--- config.mk ---
export PLATFORM = sky130hd
export DESIGN_NAME = ptw_walker
export DESIGN_NICKNAME = d
export VERILOG_FILES = /design/src/rtl/ptw_pkg.sv /design/src/rtl/ptw_addr_gen.sv /design/src/rtl/ptw_ctrl.sv /design/src/rtl/ptw_walker.sv
export SDC_FILE = /design/constraint.sdc
export NUM_CORES = 1
export LEC_CHECK = 0
export ABC_AREA = 1
export BUFFER_PORTS_ARGS = -buffer_cell sky130_fd_sc_hd__buf_2
export CAP_MARGIN = 20
export CORE_MARGIN = 1.5
export CORE_UTILIZATION = 50
export DETAILED_ROUTE_END_ITERATION = 12
export PLACE_DENSITY = 0.89
export SYNTH_ARGS = -nofsm -noshare
export SYNTH_HDL_FRONTEND = slang
export SYNTH_SLANG_ARGS = --single-unit
--- constraint.sdc ---
create_clock -name clk -period 2 [get_ports clk]
set_input_delay 0.3 -clock clk [delete_from_list [all_inputs] [get_ports clk]]
set_output_delay 0.3 -clock clk [all_outputs]
set_load 0.01 [all_outputs]
--- src/rtl/ptw_pkg.sv ---
package ptw_pkg;

  typedef enum logic [2:0] {
    WS_IDLE    = 3'd0,
    WS_RD_DIR  = 3'd1,
    WS_WT_DIR  = 3'd2,
    WS_RD_LEAF = 3'd3,
    WS_WT_LEAF = 3'd4,
    WS_DONE    = 3'd5
  } walk_state_e;

  typedef enum logic [1:0] {
    FLT_NONE = 2'b00,
    FLT_DIR  = 2'b01,
    FLT_LEAF = 2'b10
  } walk_fault_e;

endpackage

--- src/rtl/ptw_addr_gen.sv ---
module ptw_addr_gen #(
  parameter int VA_W    = 14,
  parameter int OFF_W   = 6,
  parameter int DIR_W   = 4,
  parameter int PA_W    = 32,
  parameter int ENTRY_W = 32
) (
  input  logic [VA_W-OFF_W-1:0] vpn,
  input  logic [PA_W-1:0]       base,
  input  logic [PA_W-OFF_W-1:0] dir_frame,
  input  logic                  sel_leaf,
  output logic [PA_W-1:0]       rd_addr
);
  localparam int VPN_W = VA_W - OFF_W;
  localparam int TBL_W = VPN_W - DIR_W;
  localparam int ESH   = $clog2(ENTRY_W / 8);

  logic [DIR_W-1:0] dir_idx;
  logic [TBL_W-1:0] tbl_idx;
  logic [PA_W-1:0]  dir_entry_addr;
  logic [PA_W-1:0]  leaf_entry_addr;

  assign dir_idx = vpn[VPN_W-1 -: DIR_W];
  assign tbl_idx = vpn[TBL_W-1:0];

  // directory: base plus scaled upper index
  assign dir_entry_addr  = base + (PA_W'(dir_idx) << ESH);
  // leaf: frame moved into place, plus scaled lower index
  assign leaf_entry_addr = (PA_W'(dir_frame) << OFF_W) + (PA_W'(tbl_idx) << ESH);

  assign rd_addr = sel_leaf ? leaf_entry_addr : dir_entry_addr;
endmodule

--- src/rtl/ptw_ctrl.sv ---
module ptw_ctrl
  import ptw_pkg::*;
#(
  parameter int VA_W  = 14,
  parameter int OFF_W = 6,
  parameter int PA_W  = 32
) (
  input  logic                  clk,
  input  logic                  rst,
  input  logic                  req_valid,
  output logic                  req_ready,
  input  logic [VA_W-1:0]       req_vaddr,
  input  logic [PA_W-1:0]       req_base,
  output logic                  mem_rd_valid,
  input  logic                  mem_rd_ready,
  input  logic                  mem_rsp_valid,
  input  logic                  ent_valid,
  input  logic [PA_W-OFF_W-1:0] ent_frame,
  output logic                  sel_leaf,
  output logic [VA_W-OFF_W-1:0] vpn_q,
  output logic [PA_W-1:0]       base_q,
  output logic [PA_W-OFF_W-1:0] dir_frame_q,
  output logic                  rsp_valid,
  input  logic                  rsp_ready,
  output logic [PA_W-1:0]       rsp_paddr,
  output logic [1:0]            rsp_fault
);
  walk_state_e      state_q;
  logic [OFF_W-1:0] off_q;

  always_ff @(posedge clk) begin
    if (rst) begin
      state_q     <= WS_IDLE;
      vpn_q       <= '0;
      off_q       <= '0;
      base_q      <= '0;
      dir_frame_q <= '0;
      rsp_paddr   <= '0;
      rsp_fault   <= FLT_NONE;
    end else begin
      case (state_q)
        WS_IDLE: if (req_valid) begin
          vpn_q   <= req_vaddr[VA_W-1:OFF_W];
          off_q   <= req_vaddr[OFF_W-1:0];
          base_q  <= req_base;
          state_q <= WS_RD_DIR;
        end
        WS_RD_DIR:  if (mem_rd_ready) state_q <= WS_WT_DIR;
        WS_WT_DIR: if (mem_rsp_valid) begin
          if (ent_valid) begin
            dir_frame_q <= ent_frame;
            state_q     <= WS_RD_LEAF;
          end else begin
            rsp_paddr <= '0;
            rsp_fault <= FLT_DIR;
            state_q   <= WS_DONE;
          end
        end
        WS_RD_LEAF: if (mem_rd_ready) state_q <= WS_WT_LEAF;
        WS_WT_LEAF: if (mem_rsp_valid) begin
          if (ent_valid) begin
            rsp_paddr <= {ent_frame, off_q};
            rsp_fault <= FLT_NONE;
          end else begin
            rsp_paddr <= '0;
            rsp_fault <= FLT_LEAF;
          end
          state_q <= WS_DONE;
        end
        WS_DONE: if (rsp_ready) state_q <= WS_IDLE;
        default: state_q <= WS_IDLE;
      endcase
    end
  end

  assign req_ready    = (state_q == WS_IDLE);
  assign mem_rd_valid = (state_q == WS_RD_DIR) || (state_q == WS_RD_LEAF);
  assign sel_leaf     = (state_q == WS_RD_LEAF);
  assign rsp_valid    = (state_q == WS_DONE);
endmodule

--- src/rtl/ptw_walker.sv ---
module ptw_walker #(
  parameter int VA_W    = 14,
  parameter int OFF_W   = 6,
  parameter int DIR_W   = 4,
  parameter int PA_W    = 32,
  parameter int ENTRY_W = 32
) (
  input  logic               clk,
  input  logic               rst,
  input  logic               req_valid,
  output logic               req_ready,
  input  logic [VA_W-1:0]    req_vaddr,
  input  logic [PA_W-1:0]    req_base,
  output logic               mem_rd_valid,
  input  logic               mem_rd_ready,
  output logic [PA_W-1:0]    mem_rd_addr,
  input  logic               mem_rsp_valid,
  input  logic [ENTRY_W-1:0] mem_rsp_data,
  output logic               rsp_valid,
  input  logic               rsp_ready,
  output logic [PA_W-1:0]    rsp_paddr,
  output logic [1:0]         rsp_fault
);
  localparam int VPN_W   = VA_W - OFF_W;
  localparam int FRAME_W = PA_W - OFF_W;

  logic               ent_valid;
  logic [FRAME_W-1:0] ent_frame;
  logic               sel_leaf;
  logic [VPN_W-1:0]   vpn_q;
  logic [PA_W-1:0]    base_q;
  logic [FRAME_W-1:0] dir_frame_q;
  logic               unused_ent_bits;

  assign ent_valid       = mem_rsp_data[ENTRY_W-1];
  assign ent_frame       = mem_rsp_data[FRAME_W-1:0];
  assign unused_ent_bits = &{1'b0, mem_rsp_data[ENTRY_W-2:FRAME_W]};

  ptw_ctrl #(.VA_W(VA_W), .OFF_W(OFF_W), .PA_W(PA_W)) ctrl_i (
    .clk(clk), .rst(rst),
    .req_valid(req_valid), .req_ready(req_ready),
    .req_vaddr(req_vaddr), .req_base(req_base),
    .mem_rd_valid(mem_rd_valid), .mem_rd_ready(mem_rd_ready),
    .mem_rsp_valid(mem_rsp_valid),
    .ent_valid(ent_valid), .ent_frame(ent_frame),
    .sel_leaf(sel_leaf), .vpn_q(vpn_q), .base_q(base_q),
    .dir_frame_q(dir_frame_q),
    .rsp_valid(rsp_valid), .rsp_ready(rsp_ready),
    .rsp_paddr(rsp_paddr), .rsp_fault(rsp_fault)
  );

  ptw_addr_gen #(
    .VA_W(VA_W), .OFF_W(OFF_W), .DIR_W(DIR_W), .PA_W(PA_W), .ENTRY_W(ENTRY_W)
  ) addr_i (
    .vpn(vpn_q), .base(base_q), .dir_frame(dir_frame_q),
    .sel_leaf(sel_leaf), .rd_addr(mem_rd_addr)
  );
endmodule

# After elaboration in Yosys (flattened, before gate mapping)

Index checks and enable logic that the tools add are counted.

Eq/ne operators: 12
Multipliers: 0
Reduce and logical (&&, ||, !) cells: 7
Div/mod/pow operators: 0
Shifts and indexed selects: 0
Add/subtract/negate cells: 2
Bitwise logic cells: 0
Magnitude comparators: 0
Multiplexer cells: 19

Operator list:

| operator                                      | number |
|---|---|
| two-way mux 32 bit                            | 5 |
| adder 32 x 6 -> 32 bit                        | 2 |
| one-hot mux 32 bit (2 select lines)           | 1 |
| two-way mux 3 bit                             | 7 |
| one-hot mux 3 bit (6 select lines)            | 1 |
| != test 2 bit, second input constant          | 6 |
| two-way mux 2 bit                             | 4 |
| == test 3 x 2 -> 1 bit, second input constant | 2 |
| == test 3 bit, second input constant          | 2 |
| AND reduction 6 bit                           | 1 |
| one-hot mux 2 bit (2 select lines)            | 1 |
| AND reduction 4 bit                           | 1 |
| == test 3 x 1 -> 1 bit, second input constant | 1 |
| zero test 3 bit                               | 1 |
| AND reduction 3 bit                           | 1 |
| != test 2 x 1 -> 1 bit, second input constant | 1 |
| AND reduction 2 bit                           | 1 |
| nonzero test 2 bit                            | 1 |
| logical OR 1 bit                              | 1 |

Memories: 0
Input bits: 84
Bits in registers: 109
Latch bits: 0
Word-level logic and storage cells: 47
ROM bits: 0
RAM bits: 0
Output and inout port bits: 69

# Depth between registers and ports, before layout

Gate-level depths: netlist of the first run.

Depth after elaboration: 3
Mapped depth: 11
Mapped depth without buffers: 11

# Cells and area by module

Synthesis of the first run repeated with hierarchy kept, for this count alone.

Cell total of the unflattened synthesis: 877
Area total of the unflattened synthesis: 5699.2 sq um

Modules (own cells, without submodules):

| module       | area each (sq um) | sequential area each (sq um) | cells an instance | times used |
|---|---|---|---|---|
| ptw_ctrl     | 4289.1            | 2182.1                       | 578               | 1 |
| ptw_addr_gen | 1410.1            | 0.0                          | 299               | 1 |

# Worst setup path before layout of the first run

No wires, ideal clock.

Path kind: reg2out
Start point: register ctrl_i.base_q[2]
End point: output port mem_rd_addr[22]
Cell stages (with the launch flop): 12
Arrival: 1.583 ns
Setup slack: 0.117 ns
Path buffers: 0
Data required time: 1.700 ns
Cells stage by stage: dfxtp_1 -> ha_1 -> fa_1 -> nand2_1 -> nand2_1 -> nand2_1 -> nor2_4 -> nand2_1 -> nor2_1 -> nand2_1 -> nand3_1 -> nand2_1

Longest elaborated chain between the ends: 2

RTL lines:

| what                   | RTL line           | text |
|---|---|---|
| from (decl)            | ptw_ctrl.sv:21     | `output logic [PA_W-1:0] base_q,` |
| from (signal assigned) | ptw_ctrl.sv:45     | `base_q <= req_base;` |
| adder 32 x 6 -> 32 bit | ptw_addr_gen.sv:27 | `assign dir_entry_addr = base + (PA_W'(dir_idx) << ESH);` |
| two-way mux 32 bit     | ptw_addr_gen.sv:31 | `assign rd_addr = sel_leaf ? leaf_entry_addr : dir_entry_addr;` |
| to (decl)              | ptw_walker.sv:16   | `output logic [PA_W-1:0] mem_rd_addr,` |

No other way between the ends.

# Worst setup path after layout of the first run

Start point: register ctrl_i.vpn_q[4]
End point: output port mem_rd_addr[16]

Longest elaborated chain between the ends: 2

RTL lines:

| what                   | RTL line           | text |
|---|---|---|
| from (decl)            | ptw_ctrl.sv:20     | `output logic [VA_W-OFF_W-1:0] vpn_q,` |
| from (signal assigned) | ptw_ctrl.sv:43     | `vpn_q <= req_vaddr[VA_W-1:OFF_W];` |
| adder 32 x 6 -> 32 bit | ptw_addr_gen.sv:27 |  |
| two-way mux 32 bit     | ptw_addr_gen.sv:31 |  |

No other way between the ends.

==> impl_metrics.tcl, run 1 <==
set metrics [dict create \
    status "finished with violations" \
    violations_in_the_final_reports "negative setup slack" \
    drc_errors 0 \
    cts_inserted_buffers 9 \
    cts.clk_slew.worst_paths_ns 0.11 \
    report.final.slew_viol_count 0 \
    drive_gt1_share_pct 39.5 \
    area.growth.synth_to_final_pct 29.2 \
    initial_utilization_pct 51.5 \
    antenna_found_initial 1 \
    fmax_mhz 391 \
    fin_total_pwr_w 0.00688 \
    design.portCount 153 \
    nNetsFinal 1024 \
    post_drt_via_cell_ratio 5.60 \
    layout.cells.most_common_list "nand2_1 (172), buf_2 (142), dfxtp_1 (97), a21oi_1 (82), nand3_1 (64)" \
    mean_post_synth_cell_area_um2 7.13 \
    cp_max_fo 3 \
    worst_setup_path_start_kind "flip-flop" \
    worstPathArrival_ns 2.26 \
    buffer_ports.inserted 147 \
    cts_max_path_buffers 2 \
    slowest_delay_ns 0.36 \
    yosysTopAreaCellShare_pct 38.9 \
    worstPathCellList "ha_4, fa_2, nand2_2, nand2_4, nand3b_1, nor2_2, xor2_1, nand2_1, nand2_1, buf_2" \
    core_area_um2 10900 \
    timing.critical_path.mode_cell "nand2_1" \
    vias 6049 \
    yosys_warnings 0 \
    worstMarginPinSlew_ns 0.925 \
    drt_first_iter_violations 493 \
    clock-root-buffer "clkbuf_8" \
    required_ns 1.70 \
    grt_max_degree 74 \
    postRouteWirelength_um 17300 \
    synth_nets 876 \
    post-route-period-util_pct 128 \
    netlist_top_cells_area "dfxtp_1 (39%), nand2_1 (14%), a21oi_1 (7.4%)" \
    largest_delay_contributor_family_on_the_critical_path "simple AND/OR/NAND/NOR gates" \
    p_leak_nw 2.95 \
    fin_ws_ns -0.555 \
    max_cap_viol_count 0 \
    ys_ff_latch 109 \
    max-vdd-ir-drop_mv 0.474 \
    drt-pass1-iter-count 7 \
    netlist-cell-type-count 33 \
    finalSetupViolCount 29 \
    worst_hold_class "input pin to flip-flop" \
    synth-seq-area-share_pct 38.9 \
    critPathCaptureType "output port" \
    critPathSlowestCell "dfxtp_2" \
    setup_repair_after_global_routing_missed_its_margin "yes" \
    final_hold_viol_count 0 \
    final_period_minus_worst_setup_slack_ns 2.56 \
    crit_type "flip-flop to output port" \
    grt_use_total_pct 27.9 \
    gr-total-overflow 0 \
    cts_sinks 109 \
    worst_clock_skew_ns 0.00982 \
    clock_latency_ns 0.39 \
    max-slew-margin-rel_pct 38.3 \
    synth_top_area_cell "dfxtp_1" \
    fin_hold_ws_ns 0.162 \
    drt.antenna.violating_nets 0 \
    syn_area_um2 5610 \
    wire_length_of_the_first_global_routing_pass_um 25700 \
    gp_congestion 0.917 \
    fp-row-count 38 \
    cp_num_buf_inv 1 \
    htree_num_levels 3 \
    power.density_cell_area_nw_per_um2 950 \
    netlist_instances 787 \
    detail_route.wl_per_cell_um 16.0 \
    die_w_um 109 \
    tritoncts_clock_tree "yes" \
    die_height_um 109 \
    first_global_vias 5386 \
    die-area_um2 11900 \
    place_hpwl_um 11300 \
    layout_commonest_cell "nand2_1" \
]
-- metrics by stage --
| step | util (%) | TNS, ns | cells | area, µm² | setup WS [ns] |
|---|---|---|---|---|---|
| global route | 66.5 | -11.39 | 1080 | 7240 | -0.595 |
| detailed placement | 59.4 | -1.15 | 1054 | 6470 | -0.149 |
| CTS | 64.1 | -7.49 | 1075 | 6980 | -0.420 |
| global placement | 59.4 | -0.758 | 1054 | 6470 | -0.121 |
| floorplan | - | 0 | 787 | 5610 | 0.117 |
| finish | 66.5 | -9.43 | 1081 | 7250 | -0.555 |
-- cells in the mapped netlist, drive strengths merged --
cell type and count:
fa 1, nand3b 1, o21ai 59, nor2 54, inv 61, xor2 4
xnor2 1, nand4 7, buf 26, nand2 212, nand3 112, clkbuf 18
ha 4, or2 2, nor3 1, dfxtp 109, a31oi 3, a21oi 112
-- flip-flops by register name, summed over array words and instances (netlist names) --
signal              count
ctrl_i.base_q          32
ctrl_i.dir_frame_q     26
ctrl_i.state_q          3
ctrl_i.rsp_paddr       32
ctrl_i.rsp_fault        2
ctrl_i.off_q            6
ctrl_i.vpn_q            8
-- final timing paths --
check / endpoint / depth (start not counted) / startpoint / slack, ns
worst max-delay path: mem_rd_addr[16] / 10 / ctrl_i.vpn_q[4] / -0.56
worst min-delay path: ctrl_i.off_q[3] / 3 / req_vaddr[3] / 0.16
worst max register to register: ctrl_i.base_q[24] / 8 / ctrl_i.state_q[0] / 0.32
worst min register to register: ctrl_i.base_q[1] / 2 / ctrl_i.base_q[1] / 0.46
-- where the power goes --
group / switching, W / internal, W / total, W
registers: 0.000269 / 0.00249 / 0.00276
logic: 0.00176 / 0.00102 / 0.00278
clock network: 0.000845 / 0.000491 / 0.00134
total: 0.00288 / 0.00401 / 0.00688
-- worst register-to-register path, stage by stage (launching register included) --
cell and delay (ns):
dfxtp_1 0.34, buf_4 0.16, nor2_4 0.12, inv_1 0.07, nor2_2 0.12, nand2_2 0.08
buf_12 0.21, o21ai_0 0.39, a21oi_1 0.07
-- final cells by class --
type,instances,area [µm²]
clock inverter,6,67.6
timing repair buffer,180,1070
antenna,1,2.50
fill,850,3640
sequential,109,2200
tap,140,175
inverter,61,241
multi-input combinational,574,3360
clock buffer,10,128
-- cells by family after synthesis --
| family | Yosys count | synth area share (%) |
|---|---|---|
| AOI/OAI and AO/OA | 174 | 17.5 |
| xor gates and xnor gates | 5 | 0.781 |
| adders and majority gates | 5 | 1.25 |
| buffers and inverters | 105 | 8.79 |
| DFF | 109 | 38.9 |
| and+or+nand+nor | 389 | 32.7 |
-- layer usage --
metal  wire length [µm]  track usage [%]  vias to the layer above
met1               7190             37.0                     2774
met5                  0                0                        -
li1                   -                -                     2888
met3               1430             4.96                       59
met4                653             14.9                        0
met2               8050             43.0                      328
-- repair_timing --
item,CTS,global route
setup endpoints to repair,30,30
hold buffers,0,0
buffers inserted,4,6
hold endpoints to repair,0,0
gates resized for setup,79,66
gates cloned,1,0
pin swaps,29,38
(Power assumes the default switching activity.)
==> inputs of run 2 (changes only) <==
--- a/config.mk
+++ b/config.mk
@@ -6,12 +6,12 @@
 export NUM_CORES = 1
 export LEC_CHECK = 0
 export ABC_AREA = 1
-export BUFFER_PORTS_ARGS = -buffer_cell sky130_fd_sc_hd__buf_2
 export CAP_MARGIN = 20
 export CORE_MARGIN = 1.5
 export CORE_UTILIZATION = 50
 export DETAILED_ROUTE_END_ITERATION = 12
-export PLACE_DENSITY = 0.89
+export DONT_BUFFER_PORTS = 1
+export PLACE_DENSITY = 0.77
 export SYNTH_ARGS = -nofsm -noshare
 export SYNTH_HDL_FRONTEND = slang
 export SYNTH_SLANG_ARGS = --single-unit
==> impl_metrics.tcl, run 2 (synthesis gave the netlist of run 1 again) <==
set metrics [dict create \
    drt_first_iter_violations 351 \
    first_global_vias 5031 \
    tritoncts_clock_tree "yes" \
    drc_errors 0 \
    initial_utilization_pct 51.5 \
    worst_setup_path_start_kind "flip-flop" \
    drt.antenna.violating_nets 0 \
    post_drt_via_cell_ratio 5.69 \
    drt-pass1-iter-count 7 \
    drive_gt1_share_pct 27.6 \
    fp-row-count 38 \
    reg2reg_setup_slack_ns 0.07 \
    status "finished with violations" \
    fin_ws_ns -0.338 \
    wire_length_of_the_first_global_routing_pass_um 24700 \
    grt_use_total_pct 26.8 \
    worstPathArrival_ns 2.04 \
    layout_commonest_cell "nand2_1" \
    cts.clk_slew.worst_paths_ns 0.11 \
    cts_max_path_buffers 2 \
    layout.cells.most_common_list "nand2_1 (178), dfxtp_1 (98), a21oi_1 (81), nand3_1 (68), inv_1 (53)" \
    core_area_um2 10900 \
    finalNonFillerCells 960 \
    buffer_ports.inserted 0 \
    fin_hold_ws_ns 0.0520 \
    area.growth.synth_to_final_pct 20.4 \
    detail_route.wl_per_cell_um 17.2 \
    finalSetupTns_ns -5.78 \
    critPathCaptureType "output port" \
    required_ns 1.70 \
    die_w_um 109 \
    place.detailed.instances 920 \
    crit_type "flip-flop to output port" \
    max_cap_viol_count 0 \
    final_hold_viol_count 0 \
    clock-root-buffer "clkbuf_8" \
    post-route-period-util_pct 117 \
    number_of_fillers_in_the_final_layout 913 \
    power.density_cell_area_nw_per_um2 1020 \
    antenna_found_initial 0 \
    grt_max_degree 74 \
    cp_max_fo 5 \
    htree_num_levels 3 \
    max-vdd-ir-drop_mv 0.508 \
    design.portCount 153 \
    gp_congestion 0.942 \
    final_period_minus_worst_setup_slack_ns 2.34 \
    worstMarginPinSlew_ns 0.400 \
    finalSetupViolCount 27 \
    clock_latency_ns 0.38 \
    die-area_um2 11900 \
    worst_clock_skew_ns 0.00847 \
    setup_repair_after_global_routing_missed_its_margin "yes" \
    place_hpwl_um 10700 \
    gr-total-overflow 0 \
    postRouteWirelength_um 16600 \
    worst_hold_class "input pin to flip-flop" \
    cts_inserted_buffers 9 \
    max-slew-margin-rel_pct 73.2 \
    violations_in_the_final_reports "negative setup slack" \
    antenna_cells_inserted 0 \
    nNetsFinal 904 \
    fmax_mhz 428 \
    biggestRegsByFlops "ctrl_i.base_q: 32 flops, ctrl_i.rsp_paddr: 32 flops, ctrl_i.dir_frame_q: 26 flops" \
    die_height_um 109 \
    cts_sinks 109 \
    report.final.slew_viol_count 0 \
    vias 5467 \
    p_leak_nw 2.42 \
]
run 2: changes by cell type in the layout (fill, tap and decap cells not counted), sizes merged:
cell         previous run  this run
clkinv                  3         1
dlygate4sd3             0        12
buf                   180        46
clkinvlp                0         2
diode                   1         0
clkbuf                 10        13
inv                    64        63
run 2: worst paths after layout:
path / startpoint / endpoint / depth (start not counted)
max reg2reg: ctrl_i.state_q[0] / ctrl_i.off_q[5] / 8
min reg2reg: ctrl_i.dir_frame_q[13] / ctrl_i.dir_frame_q[13] / 2
max: ctrl_i.base_q[2] / mem_rd_addr[18] / 9
min: mem_rsp_data[0] / ctrl_i.rsp_paddr[6] / 2
run 2: final cells by class:
type | instances | area [µm²] | area share, %
multi-input combinational | 574 | 3340 | 49.4
sequential | 109 | 2200 | 32.6
timing repair buffer | 60 | 606 | 8.97
inverter | 61 | 239 | 3.54
tap | 140 | 175 | 2.59
clock buffer | 11 | 151 | 2.24
clock inverter | 5 | 41.3 | 0.612
run 2: layer usage:
metal	part of all wire, %	GRT usage, %
met1	41	34.3
met2	46	42.1
met3	10	8.19
met4	2.7	10.4
met5	0	0
run 2: critical path, cell delays in order (launching register included):
cell and delay [ns]:
dfxtp_2 0.37, ha_4 0.14, fa_2 0.20, nand2_2 0.08
nand2_4 0.09, nand2_4 0.09, nor2_4 0.17, nand4_1 0.12
a31oi_2 0.25, buf_4 0.16
run 2: through the flow:
stage | instance area (µm²) | setup WS (ns) | util, % | total power [W]
final | 6750 | -0.338 | 62.0 | 0.00686
after CTS | 6500 | -0.336 | 59.7 | 0.00648
after global placement | 5830 | -0.0707 | 53.6 | 0.00489
after floorplan | 5610 | 0.117 | - | 0.00434
after global routing | 6750 | -0.440 | 62.0 | 0.00725
after detailed placement | 5830 | -0.0940 | 53.6 | 0.00493
run 2: power by group:
group          leakage (nW)  internal [W]  switching, W
clock network        0.0926      0.000533      0.000786
registers             0.892       0.00249      0.000278
logic                  1.44       0.00105       0.00172
run 2: timing repair:
action	in CTS	in global routing
gates cloned	1	3
gates resized for setup	92	39
pin swaps	28	21
endpoints found under the setup margin	30	42
hold buffers	13	0
buffers inserted	2	5
hold endpoints to repair	72	0
